### config.mk
export PLATFORM = sky130hd
export DESIGN_NAME = dyncfg_ctrl
export DESIGN_NICKNAME = d
export VERILOG_FILES = /design/src/rtl/dyncfg_pkg.sv /design/src/rtl/dyncfg_regfile.sv /design/src/rtl/dyncfg_decode.sv /design/src/rtl/dyncfg_switch.sv /design/src/rtl/dyncfg_ctrl.sv
export SDC_FILE = /design/constraint.sdc
export NUM_CORES = 1
export LEC_CHECK = 0
export CAP_MARGIN = 15
export CORE_UTILIZATION = 57
export DETAILED_ROUTE_END_ITERATION = 10
export GPL_TIMING_DRIVEN = 0
export PLACE_DENSITY_LB_ADDON = 0.1
export SETUP_SLACK_MARGIN = 0.02
export SLEW_MARGIN = 20
export SYNTH_ARGS = -nofsm -noshare
export SYNTH_HDL_FRONTEND = slang
export SYNTH_HIERARCHICAL = 1
export SYNTH_SLANG_ARGS = --single-unit
### constraint.sdc
create_clock -name clk -period 4.9 [get_ports clk]
set_input_delay 0.98 -clock clk [delete_from_list [all_inputs] [get_ports clk]]
set_output_delay 0.98 -clock clk [all_outputs]
set_load 0.005 [all_outputs]
### src/rtl/dyncfg_pkg.sv
package dyncfg_pkg;

   typedef enum logic [2:0] {
      ADR_CTRL   = 3'd0,
      ADR_B0_CFG = 3'd1,
      ADR_B0_M   = 3'd2,
      ADR_B1_CFG = 3'd3,
      ADR_B1_M   = 3'd4
   } dyncfg_addr_e;

   localparam int CTRL_W        = 4;
   localparam int CTRL_SEL_BIT  = 0;
   localparam int CTRL_EN_BIT   = 1;
   localparam int CTRL_MODE_LSB = 2;
   localparam int MODE_W        = 2;
   localparam int NUM_BANKS     = 2;
   localparam int CFG_TAIL_W    = 2 + MODE_W;

endpackage

### src/rtl/dyncfg_regfile.sv
module dyncfg_regfile
   import dyncfg_pkg::*;
#(
   parameter int ADDR_W = 3,
   parameter int DATA_W = 32,
   parameter int CFG_W  = 19,
   parameter int MN_W   = 8
) (
   input  logic                            clk,
   input  logic                            rst_n,
   input  logic                            wr_en,
   input  logic [ADDR_W-1:0]               wr_addr,
   input  logic [DATA_W-1:0]               wr_data,
   input  logic [ADDR_W-1:0]               rd_addr,
   output logic [DATA_W-1:0]               rd_data,
   output logic [CTRL_W-1:0]               ctrl_q,
   output logic [NUM_BANKS-1:0][CFG_W-1:0] cfg_q,
   output logic [NUM_BANKS-1:0][MN_W-1:0]  m_q
);

   localparam int CFG_PAD = DATA_W - CFG_W;
   localparam int M_PAD   = DATA_W - MN_W;
   localparam int C_PAD   = DATA_W - CTRL_W;

   if (ADDR_W < 3) begin : g_bad_addr
      $error("dyncfg_regfile: ADDR_W must be at least 3");
   end
   if (CFG_W > DATA_W || MN_W > DATA_W) begin : g_bad_width
      $error("dyncfg_regfile: register wider than data bus");
   end

   always_ff @(posedge clk or negedge rst_n) begin
      if (!rst_n) begin
         ctrl_q <= '0;
      end else if (wr_en && wr_addr == ADDR_W'(ADR_CTRL)) begin
         ctrl_q <= wr_data[CTRL_W-1:0];
      end
   end

   for (genvar b = 0; b < NUM_BANKS; b++) begin : g_bank
      localparam logic [ADDR_W-1:0] CFG_ADR = ADDR_W'(1 + 2 * b);
      localparam logic [ADDR_W-1:0] M_ADR   = ADDR_W'(2 + 2 * b);

      always_ff @(posedge clk or negedge rst_n) begin
         if (!rst_n) begin
            cfg_q[b] <= '0;
            m_q[b]   <= '0;
         end else if (wr_en) begin
            if (wr_addr == CFG_ADR) cfg_q[b] <= wr_data[CFG_W-1:0];
            if (wr_addr == M_ADR)   m_q[b]   <= wr_data[MN_W-1:0];
         end
      end
   end

   always_comb begin
      rd_data = '0;
      case (rd_addr)
         ADDR_W'(ADR_CTRL):   rd_data = {{C_PAD{1'b0}}, ctrl_q};
         ADDR_W'(ADR_B0_CFG): rd_data = {{CFG_PAD{1'b0}}, cfg_q[0]};
         ADDR_W'(ADR_B0_M):   rd_data = {{M_PAD{1'b0}}, m_q[0]};
         ADDR_W'(ADR_B1_CFG): rd_data = {{CFG_PAD{1'b0}}, cfg_q[1]};
         ADDR_W'(ADR_B1_M):   rd_data = {{M_PAD{1'b0}}, m_q[1]};
         default:             rd_data = '0;
      endcase
   end

endmodule

### src/rtl/dyncfg_decode.sv
module dyncfg_decode
   import dyncfg_pkg::*;
#(
   parameter int SRC_LSB     = 0,
   parameter int SRC_W       = 3,
   parameter int PD_W        = 4,
   parameter int MN_W        = 8,
   parameter int NUM_PARENTS = 4,
   parameter logic [NUM_PARENTS-1:0][SRC_W-1:0] PARENT_CODES = '0,
   parameter bit SHARED_MODE = 1'b0,
   parameter int CFG_W       = SRC_LSB + SRC_W + PD_W + MN_W + CFG_TAIL_W,
   parameter int IDX_W       = (NUM_PARENTS > 1) ? $clog2(NUM_PARENTS) : 1
) (
   input  logic [CFG_W-1:0]  cfg,
   input  logic [MN_W-1:0]   m_in,
   input  logic              sh_en,
   input  logic [MODE_W-1:0] sh_mode,
   output logic [IDX_W-1:0]  src_idx,
   output logic [PD_W:0]     ratio,
   output logic [MN_W-1:0]   m_val,
   output logic [MN_W-1:0]   n_val,
   output logic              mn_en,
   output logic [MODE_W-1:0] mn_mode,
   output logic              ctr_rst
);

   localparam int PD_LSB   = SRC_LSB + SRC_W;
   localparam int N_LSB    = PD_LSB + PD_W;
   localparam int RST_BIT  = N_LSB + MN_W;
   localparam int EN_BIT   = RST_BIT + 1;
   localparam int MODE_LSB = RST_BIT + 2;

   logic [SRC_W-1:0] src_code;
   logic [PD_W-1:0]  pd_field;
   logic [MN_W-1:0]  n_field;

   assign src_code = cfg[PD_LSB-1:SRC_LSB];
   assign pd_field = cfg[N_LSB-1:PD_LSB];
   assign n_field  = cfg[RST_BIT-1:N_LSB];
   assign ctr_rst  = cfg[RST_BIT];

   always_comb begin
      logic hit;
      hit     = 1'b0;
      src_idx = '0;
      for (int i = 0; i < NUM_PARENTS; i++) begin
         if (!hit && src_code == PARENT_CODES[i]) begin
            hit     = 1'b1;
            src_idx = IDX_W'(i);
         end
      end
   end

   assign ratio = {1'b0, pd_field} + {{PD_W{1'b0}}, 1'b1};
   assign m_val = m_in;
   assign n_val = (~n_field) + m_in;

   if (SHARED_MODE) begin : g_shared
      assign mn_en   = sh_en;
      assign mn_mode = sh_mode;
   end else begin : g_banked
      assign mn_en   = cfg[EN_BIT];
      assign mn_mode = cfg[MODE_LSB+MODE_W-1:MODE_LSB];
   end

endmodule

### src/rtl/dyncfg_switch.sv
module dyncfg_switch
   import dyncfg_pkg::*;
#(
   parameter int PD_W  = 4,
   parameter int MN_W  = 8,
   parameter int IDX_W = 2
) (
   input  logic                              clk,
   input  logic                              rst_n,
   input  logic                              out_en,
   input  logic                              div_wrap,
   input  logic                              sel,
   input  logic [NUM_BANKS-1:0][IDX_W-1:0]   b_src,
   input  logic [NUM_BANKS-1:0][PD_W:0]      b_ratio,
   input  logic [NUM_BANKS-1:0][MN_W-1:0]    b_m,
   input  logic [NUM_BANKS-1:0][MN_W-1:0]    b_n,
   input  logic [NUM_BANKS-1:0]              b_en,
   input  logic [NUM_BANKS-1:0][MODE_W-1:0]  b_mode,
   input  logic [NUM_BANKS-1:0]              b_rst,
   output logic                              act_bank,
   output logic [IDX_W-1:0]                  act_src_idx,
   output logic [PD_W:0]                     act_ratio,
   output logic [MN_W-1:0]                   act_m,
   output logic [MN_W-1:0]                   act_n,
   output logic                              act_mn_en,
   output logic [MODE_W-1:0]                 act_mn_mode
);

   logic at_edge;
   logic load;

   assign at_edge = !out_en || div_wrap;
   assign load    = at_edge && !b_rst[sel];

   always_ff @(posedge clk or negedge rst_n) begin
      if (!rst_n) begin
         act_bank    <= 1'b0;
         act_src_idx <= '0;
         act_ratio   <= (PD_W+1)'(1);
         act_m       <= '0;
         act_n       <= '0;
         act_mn_en   <= 1'b0;
         act_mn_mode <= '0;
      end else if (load) begin
         act_bank    <= sel;
         act_src_idx <= b_src[sel];
         act_ratio   <= b_ratio[sel];
         act_m       <= b_m[sel];
         act_n       <= b_n[sel];
         act_mn_en   <= b_en[sel];
         act_mn_mode <= b_mode[sel];
      end
   end

endmodule

### src/rtl/dyncfg_ctrl.sv
module dyncfg_ctrl
   import dyncfg_pkg::*;
#(
   parameter int ADDR_W      = 3,
   parameter int DATA_W      = 32,
   parameter int SRC_LSB     = 0,
   parameter int SRC_W       = 3,
   parameter int PD_W        = 4,
   parameter int MN_W        = 8,
   parameter int NUM_PARENTS = 4,
   parameter logic [NUM_PARENTS-1:0][SRC_W-1:0] PARENT_CODES = {3'd6, 3'd5, 3'd2, 3'd1},
   parameter bit SHARED_MODE = 1'b0,
   localparam int IDX_W      = (NUM_PARENTS > 1) ? $clog2(NUM_PARENTS) : 1
) (
   input  logic              clk,
   input  logic              rst_n,
   input  logic              wr_en,
   input  logic [ADDR_W-1:0] wr_addr,
   input  logic [DATA_W-1:0] wr_data,
   input  logic [ADDR_W-1:0] rd_addr,
   output logic [DATA_W-1:0] rd_data,
   input  logic              out_en,
   input  logic              div_wrap,
   output logic              act_bank,
   output logic [IDX_W-1:0]  act_src_idx,
   output logic [PD_W:0]     act_ratio,
   output logic [MN_W-1:0]   act_m,
   output logic [MN_W-1:0]   act_n,
   output logic              act_mn_en,
   output logic [1:0]        act_mn_mode
);

   localparam int CFG_W = SRC_LSB + SRC_W + PD_W + MN_W + CFG_TAIL_W;

   if (CFG_W > DATA_W) begin : g_bad_cfg
      $error("dyncfg_ctrl: configuration word does not fit the data bus");
   end
   if (NUM_PARENTS < 1 || NUM_PARENTS > (1 << SRC_W)) begin : g_bad_par
      $error("dyncfg_ctrl: NUM_PARENTS out of range for SRC_W");
   end
   if (PD_W < 1 || MN_W < 1) begin : g_bad_fld
      $error("dyncfg_ctrl: field widths must be positive");
   end

   logic [CTRL_W-1:0]                ctrl_q;
   logic [NUM_BANKS-1:0][CFG_W-1:0]  cfg_q;
   logic [NUM_BANKS-1:0][MN_W-1:0]   m_q;
   logic [NUM_BANKS-1:0][IDX_W-1:0]  b_src;
   logic [NUM_BANKS-1:0][PD_W:0]     b_ratio;
   logic [NUM_BANKS-1:0][MN_W-1:0]   b_m;
   logic [NUM_BANKS-1:0][MN_W-1:0]   b_n;
   logic [NUM_BANKS-1:0]             b_en;
   logic [NUM_BANKS-1:0][MODE_W-1:0] b_mode;
   logic [NUM_BANKS-1:0]             b_rst;
   logic                             sel_q;
   logic                             tgt_rst;

   assign sel_q   = ctrl_q[CTRL_SEL_BIT];
   assign tgt_rst = b_rst[sel_q];

   dyncfg_regfile #(
      .ADDR_W (ADDR_W),
      .DATA_W (DATA_W),
      .CFG_W  (CFG_W),
      .MN_W   (MN_W)
   ) u_regs (
      .clk     (clk),
      .rst_n   (rst_n),
      .wr_en   (wr_en),
      .wr_addr (wr_addr),
      .wr_data (wr_data),
      .rd_addr (rd_addr),
      .rd_data (rd_data),
      .ctrl_q  (ctrl_q),
      .cfg_q   (cfg_q),
      .m_q     (m_q)
   );

   for (genvar b = 0; b < NUM_BANKS; b++) begin : g_dec
      dyncfg_decode #(
         .SRC_LSB      (SRC_LSB),
         .SRC_W        (SRC_W),
         .PD_W         (PD_W),
         .MN_W         (MN_W),
         .NUM_PARENTS  (NUM_PARENTS),
         .PARENT_CODES (PARENT_CODES),
         .SHARED_MODE  (SHARED_MODE),
         .CFG_W        (CFG_W),
         .IDX_W        (IDX_W)
      ) u_dec (
         .cfg     (cfg_q[b]),
         .m_in    (m_q[b]),
         .sh_en   (ctrl_q[CTRL_EN_BIT]),
         .sh_mode (ctrl_q[CTRL_MODE_LSB+MODE_W-1:CTRL_MODE_LSB]),
         .src_idx (b_src[b]),
         .ratio   (b_ratio[b]),
         .m_val   (b_m[b]),
         .n_val   (b_n[b]),
         .mn_en   (b_en[b]),
         .mn_mode (b_mode[b]),
         .ctr_rst (b_rst[b])
      );
   end

   dyncfg_switch #(
      .PD_W  (PD_W),
      .MN_W  (MN_W),
      .IDX_W (IDX_W)
   ) u_switch (
      .clk         (clk),
      .rst_n       (rst_n),
      .out_en      (out_en),
      .div_wrap    (div_wrap),
      .sel         (sel_q),
      .b_src       (b_src),
      .b_ratio     (b_ratio),
      .b_m         (b_m),
      .b_n         (b_n),
      .b_en        (b_en),
      .b_mode      (b_mode),
      .b_rst       (b_rst),
      .act_bank    (act_bank),
      .act_src_idx (act_src_idx),
      .act_ratio   (act_ratio),
      .act_m       (act_m),
      .act_n       (act_n),
      .act_mn_en   (act_mn_en),
      .act_mn_mode (act_mn_mode)
   );

endmodule

Yosys cells after proc, flatten, opt, wreduce, memory -nomap -nowiden
Index checks and enable logic that the tools add are counted.
{ "word_totals": {"out_inout_bits": 59, "inputBits": 43, "word_cells": 85, "regBits": 85} }
{ "op_classes": {"n_lt_le_gt_ge": 1, "n_reduce_logical": 23, "mux": 27, "eq_ne": 16, "n_addsub": 4, "bitwise_logic": 2} }
{ "op_table": {"columns": ["operator", "n"], "rows": [
  ["one-hot mux 19 bit (5 select lines)", 1],
  ["two-way mux 8 bit", 4],
  ["equality test 3 x 2 -> 1 bit (second input constant)", 6],
  ["equality test 3 bit (second input constant)", 6],
  ["adder 8 bit", 2],
  ["two-way mux 2 bit", 8],
  ["inverter 8 bit", 2],
  ["equality test 3 x 1 -> 1 bit (second input constant)", 4],
  ["two-way mux 1 bit", 12],
  ["adder 4 x 1 -> 5 bit (second input constant)", 2],
  ["two-way mux 5 bit", 2],
  ["logical AND 1 bit", 8],
  ["logical NOT 1 bit", 8],
  ["AND reduction 2 bit", 4],
  ["logical NOT 3 bit", 2],
  ["less-than comparator 1 x 2 -> 1 bit (second input constant)", 1],
  ["logical OR 1 bit", 1]
]} }

Depth between registers and ports, before layout
Gate-level depths: netlist of the first run.
{ "depth": {"ltp_word": 13, "mapped_depth": 9} }

Cells and area by module
The synthesis of the first run kept the hierarchy.
{ "by_module_without_submodules": {"columns": ["mod", "seq_area_each_um2", "cells_each", "area_each_um2", "n_inst"], "rows": [
  ["dyncfg_regfile", 1451.4, 208, 2819.0, 1],
  ["dyncfg_switch", 676.9, 126, 1377.6, 1],
  ["dyncfg_decode", 0.0, 71, 531.8, 2]
]} }

Least setup slack after synthesis of the first run
No wires, ideal clock.
{ "synth_path": {"path_kind": "input to output", "startpoint": "input port rd_addr[0]", "endpoint": "output port rd_data[1]", "arrival_time_ps": 1831, "required_time_ps": 3920, "setup_slack_ps": 2089, "path_buffers": 2, "cell_stages": 5, "path_cell_list": "buf_2 -> buf_2 -> mux2i_1 -> o32ai_1 -> a31o_2"} }
{ "synth_via": {"elab_chain_len": 2, "elab_cells_between_ends": 6, "classes_between": "eq/ne: 4; mux: 1; reduce/logical: 1"} }
{ "synth_rtl": {"columns": ["item", "line_no", "rtl"], "rows": [
  ["start: declaration", "dyncfg_ctrl.sv:20", "input logic [ADDR_W-1:0] rd_addr,"],
  ["equality test 3 bit (tied with other cells)", "dyncfg_regfile.sv:57", "case (rd_addr)"],
  ["one-hot mux 19 bit (5 select lines) (*)", "dyncfg_regfile.sv:57", null],
  ["end: declaration", "dyncfg_ctrl.sv:21", "output logic [DATA_W-1:0] rd_data,"]
]} }
Every way passes the cells marked *; elsewhere a longest branch is shown, timed or not.

Worst setup path after layout of the first run
{ "layout_path": {"startpoint": "input port rd_addr[2]", "endpoint": "output port rd_data[6]"} }
The elaborated chain is that of the path after synthesis.

==> summary.md, run 1 <==
| Metric | Value |
|---|---|
| Reg clk slew, reported paths | approximately 0.090 ns |
| Post-Route WL | 12600 um |
| Core area | 8850 sq um |
| Design Area, Final | 6370 sq um |
| Ys Warns | 6 |
| Maximum VDD drop | around 0.21 mV |
| Pleak | about 0.0029 uW |
| Clock tree root driver cell | clkbuf_8 |
| Io pins | 102 |
| CP max FO | 9 |
| Number of H-tree levels | 3 |
| HP Class | reg2reg |
| Seq/Total Area, Yosys | 0.405 |
| Tcrit/Tclk final | 0.731 |
| Drt pass-1 iters | 10 |
| Initial antenna violation count | 0 |
| Slew Limit Fails | 0 |
| Register bit total from synthesis | 85 |
| Power Density | 462 nW/um^2 |
| Die Ht | 98.1 um |
| Global-route wire length before repair | 20500 um |
| Hold buffer count at cts | 0 |
| Post CTS Setup Buffer Count | 0 |
| Cells after Synth | 476 |
| Via count | between 3000 and 4000 |
| I/O Buffers | 72 |
| Clock skew | 0.0113 ns |
| Num CTS Buffers | 9 |
| Mean number of vias per cell | 5.81 |
| Clk_lat worst skew | 0.35 ns |
| Layout cells sized above 1 | 0.244 |
| # setup viols final | 0 |
| Initial core utilization | 0.594 |
| Met2 wire len | approximately 6100 um |
| Post-synth EDFFs | 0 |
| Die span in x | between 90 and 100 um |
| Max Clock Freq | ~280 MHz |
| Final nets | 633 |
| Final hold vios | 0 |
| TNS Setup | 0 ns |
| Util after Layout | 0.720 |
| Placed Area | 6190 sq um |
| Final Critical Period | 3.58 ns |
| Worst Setup End Kind | output pin |
| Synth-to-layout area growth | 21.1% |
| Number of remaining DRC errors | 8 |
| DP Wirelength | ~9600 um |
| Critical Path RT | 3.92 ns |
| Max Root-Sink Buffers | 2 |
| Library cells used by synthesis | 50 |
| Die area | 9620 sq um |
| RSZ-0062 raised after global routing | no |
| Mean Syn Cell Area | ~11 sq um |
| CTS tree | done |
| Outcome | finished, violations left |
| Slew headroom | 0.628 |
| Critical path arrival | 2.60 ns |
| CTS Sinks | 85 |
| Post-Syn Area | 5260 sq um |
| Slew @ Worst Pin | 0.556 ns |
| Grt total ovfl | 0 |
| Rows | 34 |
| DR WL/cell | 18.3 um |
| Highest metal used | met4 |
| DR iter-0 viols | 170 |
| Final Wtd Congestion | 0.836 |
| Diodes inserted | 0 |
| All-layer global routing usage | 0.277 |
| Setup Crit Path Kind | in2out |
| Number of max-cap violations | 0 |
| Post-route ant nets | 0 |
| Largest net degree at the start of global routing | 60 |
| Synth async-reset ratio | 1.00 |
| Synth Flop Type | dfrtp_1 |
| Metal3 WL | 706 um |
| CP startpoint kind | input pin |
| DRT met1 WL | 5620 um |
| Violated checks | DRC |
| Post-cts resize count | 0 |
| Vias in the first global route | just under 4000 |
## cell type report
| cell class | instances | area (sq um) |
|---|---|---|
| well taps | 108 | 135 |
| clock buffers | 12 | 155 |
| plain buffers | 65 | 453 |
| inverters | 23 | 86.3 |
| multi-input cells | 315 | 2640 |
| flip-flops and latches | 85 | 2130 |
| repair buffers | 73 | 746 |
| fillers | 654 | 2480 |
| clock inverters | 4 | 30.0 |
## cell usage after synthesis (8+ instances only)
| library cell | number | area (sq um) |
|---|---|---|
| mux2i_1 | 43 | 430 |
| mux2_1 | 10 | 113 |
| buf_2 | 14 | 70.1 |
| o211ai_1 | 8 | 60.1 |
| nor2_1 | 19 | 71.3 |
| a21oi_1 | 39 | 195 |
| inv_1 | 23 | 86.3 |
| mux2_4 | 10 | 150 |
| mux2_2 | 41 | 462 |
| ha_1 | 16 | 200 |
| dfrtp_1 | 84 | 2100 |
| buf_4 | 37 | 278 |
| a31oi_1 | 26 | 163 |
## worst paths after layout
| kind | from | slack, ns | cells past startpoint | to |
|---|---|---|---|---|
| setup / recovery | rd_addr[2] | 1.32 | 6 | rd_data[6] |
| hold / removal | u_regs/ctrl_q[2]$_DFFE_PN0P_ | 0.51 | 1 | u_regs/ctrl_q[2]$_DFFE_PN0P_ |
| setup reg to reg | u_regs/cfg_q[26]$_DFFE_PN0P_ | 2.71 | 9 | u_switch/act_n[6]$_DFFE_PN0P_ |
| hold reg to reg | u_regs/ctrl_q[2]$_DFFE_PN0P_ | 0.51 | 1 | u_regs/ctrl_q[2]$_DFFE_PN0P_ |
| max in group asynchronous | rst_n | 3.72 | 2 | u_switch/act_ratio[0]$_DFFE_PN1P_ |
| min in group asynchronous | rst_n | 0.54 | 1 | u_regs/cfg_q[34]$_DFFE_PN0P_ |
## logic make-up (layout without fill, tap and decap cells)
family          count (synthesis)  in the layout  synth area share
compound gates                111            111             0.136
mux                           105            105             0.224
buf+inv                        88            177             0.103
flops                          85             85             0.405
simple gates                   56             56            0.0671
fa+ha+maj                      18             18            0.0457
xor+xnor                       12             12            0.0200
other cells                     1             13          0.000713
## flip-flops by register name (all words and copies together), names as in the netlist
name,count
u_switch/act_mn_mode,2
u_switch/act_src_idx,2
u_switch/act_n,8
u_switch/act_mn_en,1
u_regs/cfg_q,38
u_switch/act_ratio,5
u_switch/act_bank,1
u_regs/m_q,16
u_switch/act_m,8
u_regs/ctrl_q,4
## critical path, stage by stage
cell and delay [ns]:
buf_2 0.17, nor2b_1 0.15, clkbuf_1 0.38, a22oi_1 0.16, o22ai_1 0.21, clkdlybuf4s50_1 0.54
## per-stage QoR
stage	hold slack (ns)	power [uW]	worst slack (ns)	instances
detailed placement	0.495	2470	1.35	669
global placement	0.487	2410	-0.0636	668
CTS	0.515	2940	1.34	685
global route	0.530	3130	1.25	685
finish	0.510	2940	1.32	685
floorplan	0.472	1940	2.09	488
## cell usage in the layout, fill, tap and decap left out, types with 8 or more instances in the layout
cell             count
mux2_4              10
mux2i_1             43
o211ai_1             8
mux2_2              41
conb_1              13
clkdlybuf4s50_1     71
buf_4               38
buf_2               14
dfrtp_1             84
a21oi_1             39
inv_1               23
a31oi_1             26
clkbuf_8            11
nor2_1              19
clkbuf_1             8
ha_1                16
mux2_1              10
## where the power goes
part | internal [uW] | switching [uW]
Clock | 214 | 254
Sequential | 920 | 188
Combinational | 764 | 601
Total | 1900 | 1040
## layer usage
| layer | vias to the layer above | track usage |
|---|---|---|
| met3 | 14 | 0.0351 |
| met1 | 1952 | 0.386 |
| li1 | 1870 | - |
| met2 | 143 | 0.453 |
| met5 | - | 0 |
| met4 | 0 | 0.0839 |
Note: power is estimated with default switching activity, not from simulation.
==> run 2, diff against run 1 <==
--- a/config.mk
+++ b/config.mk
@@ -6,7 +6,7 @@
 export NUM_CORES = 1
 export LEC_CHECK = 0
 export CAP_MARGIN = 15
-export CORE_UTILIZATION = 57
+export CORE_UTILIZATION = 53
 export DETAILED_ROUTE_END_ITERATION = 10
 export GPL_TIMING_DRIVEN = 0
 export PLACE_DENSITY_LB_ADDON = 0.1
==> constraint.sdc (replaced) <==
create_clock -name clk -period 3.41 [get_ports clk]
set_input_delay 0.682 -clock clk [delete_from_list [all_inputs] [get_ports clk]]
set_output_delay 0.682 -clock clk [all_outputs]
set_load 0.005 [all_outputs]
==> run 2 against run 1 <==
Effect of this change: the flow now finishes without violations; flip-flop and latch count stayed put; sequential power increased by 43%; core utilization fell by 3.9 points; hold slack got worse by 0.28 ns; first-iteration DRC count increased by 11%; combinational power is 43% higher; largest cell class unchanged.
==> summary.md, run 2 (synthesis gave the netlist of run 1 again) <==
| Metric | Value |
|---|---|
| Post CTS Setup Buffer Count | 0 |
| Global-route wire length before repair | 19900 um |
| DR WL/cell | 17.9 um |
| Slew Limit Fails | 0 |
| Num CTS Buffers | 9 |
| Largest registers | u_regs/cfg_q x38, u_regs/m_q x16 |
| RR Startpoint | u_regs/cfg_q[26]$_DFFE_PN0P_ |
| Via count | between 3000 and 4000 |
| Vias in the first global route | 3800 |
| Io pins | about 100 |
| Rows | 35 |
| Slew headroom | 0.610 |
| Clk_lat worst skew | 0.37 ns |
| Initial antenna violation count | 0 |
| Die Ht | 102 um |
| Final nets | ~630 |
| Core area | 9420 sq um |
| I/O Buffers | a little over 70 |
| Grt total ovfl | 0 |
| Clock tree root driver cell | clkbuf_8 |
| Clock skew | 0.0102 ns |
| Post-cts resize count | 0 |
| Final hold vios | 0 |
| Number of H-tree levels | 3 |
| Layout cells sized above 1 | 0.246 |
| Tcrit/Tclk final | 0.878 |
| Mean number of vias per cell | about 5.6 |
| Diodes inserted | 0 |
| Power Density | around 670 nW/um^2 |
| Initial core utilization | 0.559 |
| Die area | 10300 sq um |
| Number of fill cells | 724 |
| HP Class | in2async |
| Non-filler cells, final | 706 |
| Dpl cells | 690 |
| Maximum VDD drop | 0.347 mV |
| All-layer global routing usage | 0.259 |
| DP Wirelength | 9510 um |
| Max Clock Freq | 334 MHz |
| CTS tree | done |
| Slew @ Worst Pin | 0.584 ns |
| Design Area, Final | 6420 sq um |
| Die span in x | 102 um |
| Number of remaining DRC errors | 0 |
| Critical Path RT | 2.73 ns |
| Largest net degree at the start of global routing | 59 |
| Most common cell after layout, fill and taps aside | dfrtp_1 |
| RSZ-0062 raised after global routing | no |
| Worst setup path startpoint | rd_addr[2] |
| Hold buffer count at cts | 0 |
| Pleak | 0.00286 uW |
| Max reg flops | 38 |
| Post-route ant nets | 0 |
| Most flop-heavy register | u_regs/cfg_q |
| Placed Area | 6210 sq um |
| Setup Crit Path Kind | in2out |
| DR iter-0 viols | about 190 |
| CP startpoint kind | input pin |
| Number of max-cap violations | 0 |
| Final Critical Period | 3.00 ns |
| Commonest cells after routing, fill and taps aside | dfrtp_1 (84), clkdlybuf4s50_1 (71), mux2i_1 (43) |
| Worst-path cell chain | buf_2 -> nor2b_1 -> clkbuf_1 -> a22oi_1 -> o22ai_1 -> clkdlybuf4s50_1 |
| Drt pass-1 iters | 4 |
| Final Wtd Congestion | ~0.84 |
| Post-Route WL | 12600 um |
| Crit-path slowest cell | clkdlybuf4s50_1 |
| CTS Sinks | 85 |
| Critical path arrival | 2.31 ns |
| Critical path's largest stage delay | 0.55 ns |
| Reg clk slew, reported paths | 0.09 ns |
| CP max FO | 9 |
| Max Root-Sink Buffers | 2 |
| Outcome | finished clean |
| Worst Setup End Kind | output pin |
| # setup viols final | 0 |
| Synth-to-layout area growth | 22.0% |
run 2: final timing paths:
kind / endpoint / slack (ns) / depth (start not counted)
worst max-delay path: rd_data[5] / 0.41 / 6
worst min-delay path: u_switch/act_bank$_DFFE_PN0P_ / 0.23 / 1
worst max register to register: u_switch/act_n[6]$_DFFE_PN0P_ / 1.31 / 9
worst min register to register: u_regs/ctrl_q[1]$_DFFE_PN0P_ / 0.52 / 1
max in group asynchronous: u_switch/act_ratio[0]$_DFFE_PN1P_ / 2.54 / 2
min in group clk: u_regs/ctrl_q[1]$_DFFE_PN0P_ / 0.52 / 1
run 2: layer usage:
metal  GRT usage  up-vias  share of wire
met2       0.413      122           0.47
li1            -     1865              -
met3      0.0414       17          0.054
met1       0.367     1918           0.47
met5           0        -              0
met4      0.0658        0          0.011
run 2: where the power goes:
part | leakage [uW] | internal (uW) | switching [uW] | total [uW]
registers | 0.00100 | 1320 | 263 | 1590
clock network | 0.000102 | 349 | 406 | 755
logic | 0.00176 | 1100 | 855 | 1950
run 2: layout make-up:
cell class | count | area, sq um | share of cell area
multi-input cells | 315 | 2640 | 0.411
flip-flops and latches | 85 | 2130 | 0.332
repair buffers | 73 | 746 | 0.116
plain buffers | 65 | 453 | 0.0706
well taps | 129 | 161 | 0.0252
clock buffers | 9 | 124 | 0.0193
inverters | 23 | 86.3 | 0.0135
clock inverters | 7 | 80.1 | 0.0125
run 2: metrics by stage:
step | util | power, uW | setup WS [ns] | setup TNS, ns | hold slack [ns]
2_1_floorplan | - | 2780 | 1.20 | 0 | 0.386
3_3_place_gp | 0.657 | 3480 | -1.30 | -108.70 | 0.487
3_5_place_dp | 0.660 | 3550 | 0.471 | 0 | 0.504
4_1_cts | 0.681 | 4310 | 0.459 | 0 | 0.230
5_1_grt | 0.681 | 4570 | 0.344 | 0 | 0.245
6_report | 0.681 | 4290 | 0.415 | 0 | 0.227
run 2: worst max-delay path: cells and delay by family:
kind / cells / cell delay (ns)
simple gates: 1 / 0.17
compound gates: 2 / 0.39
buf+inv: 3 / 1.06
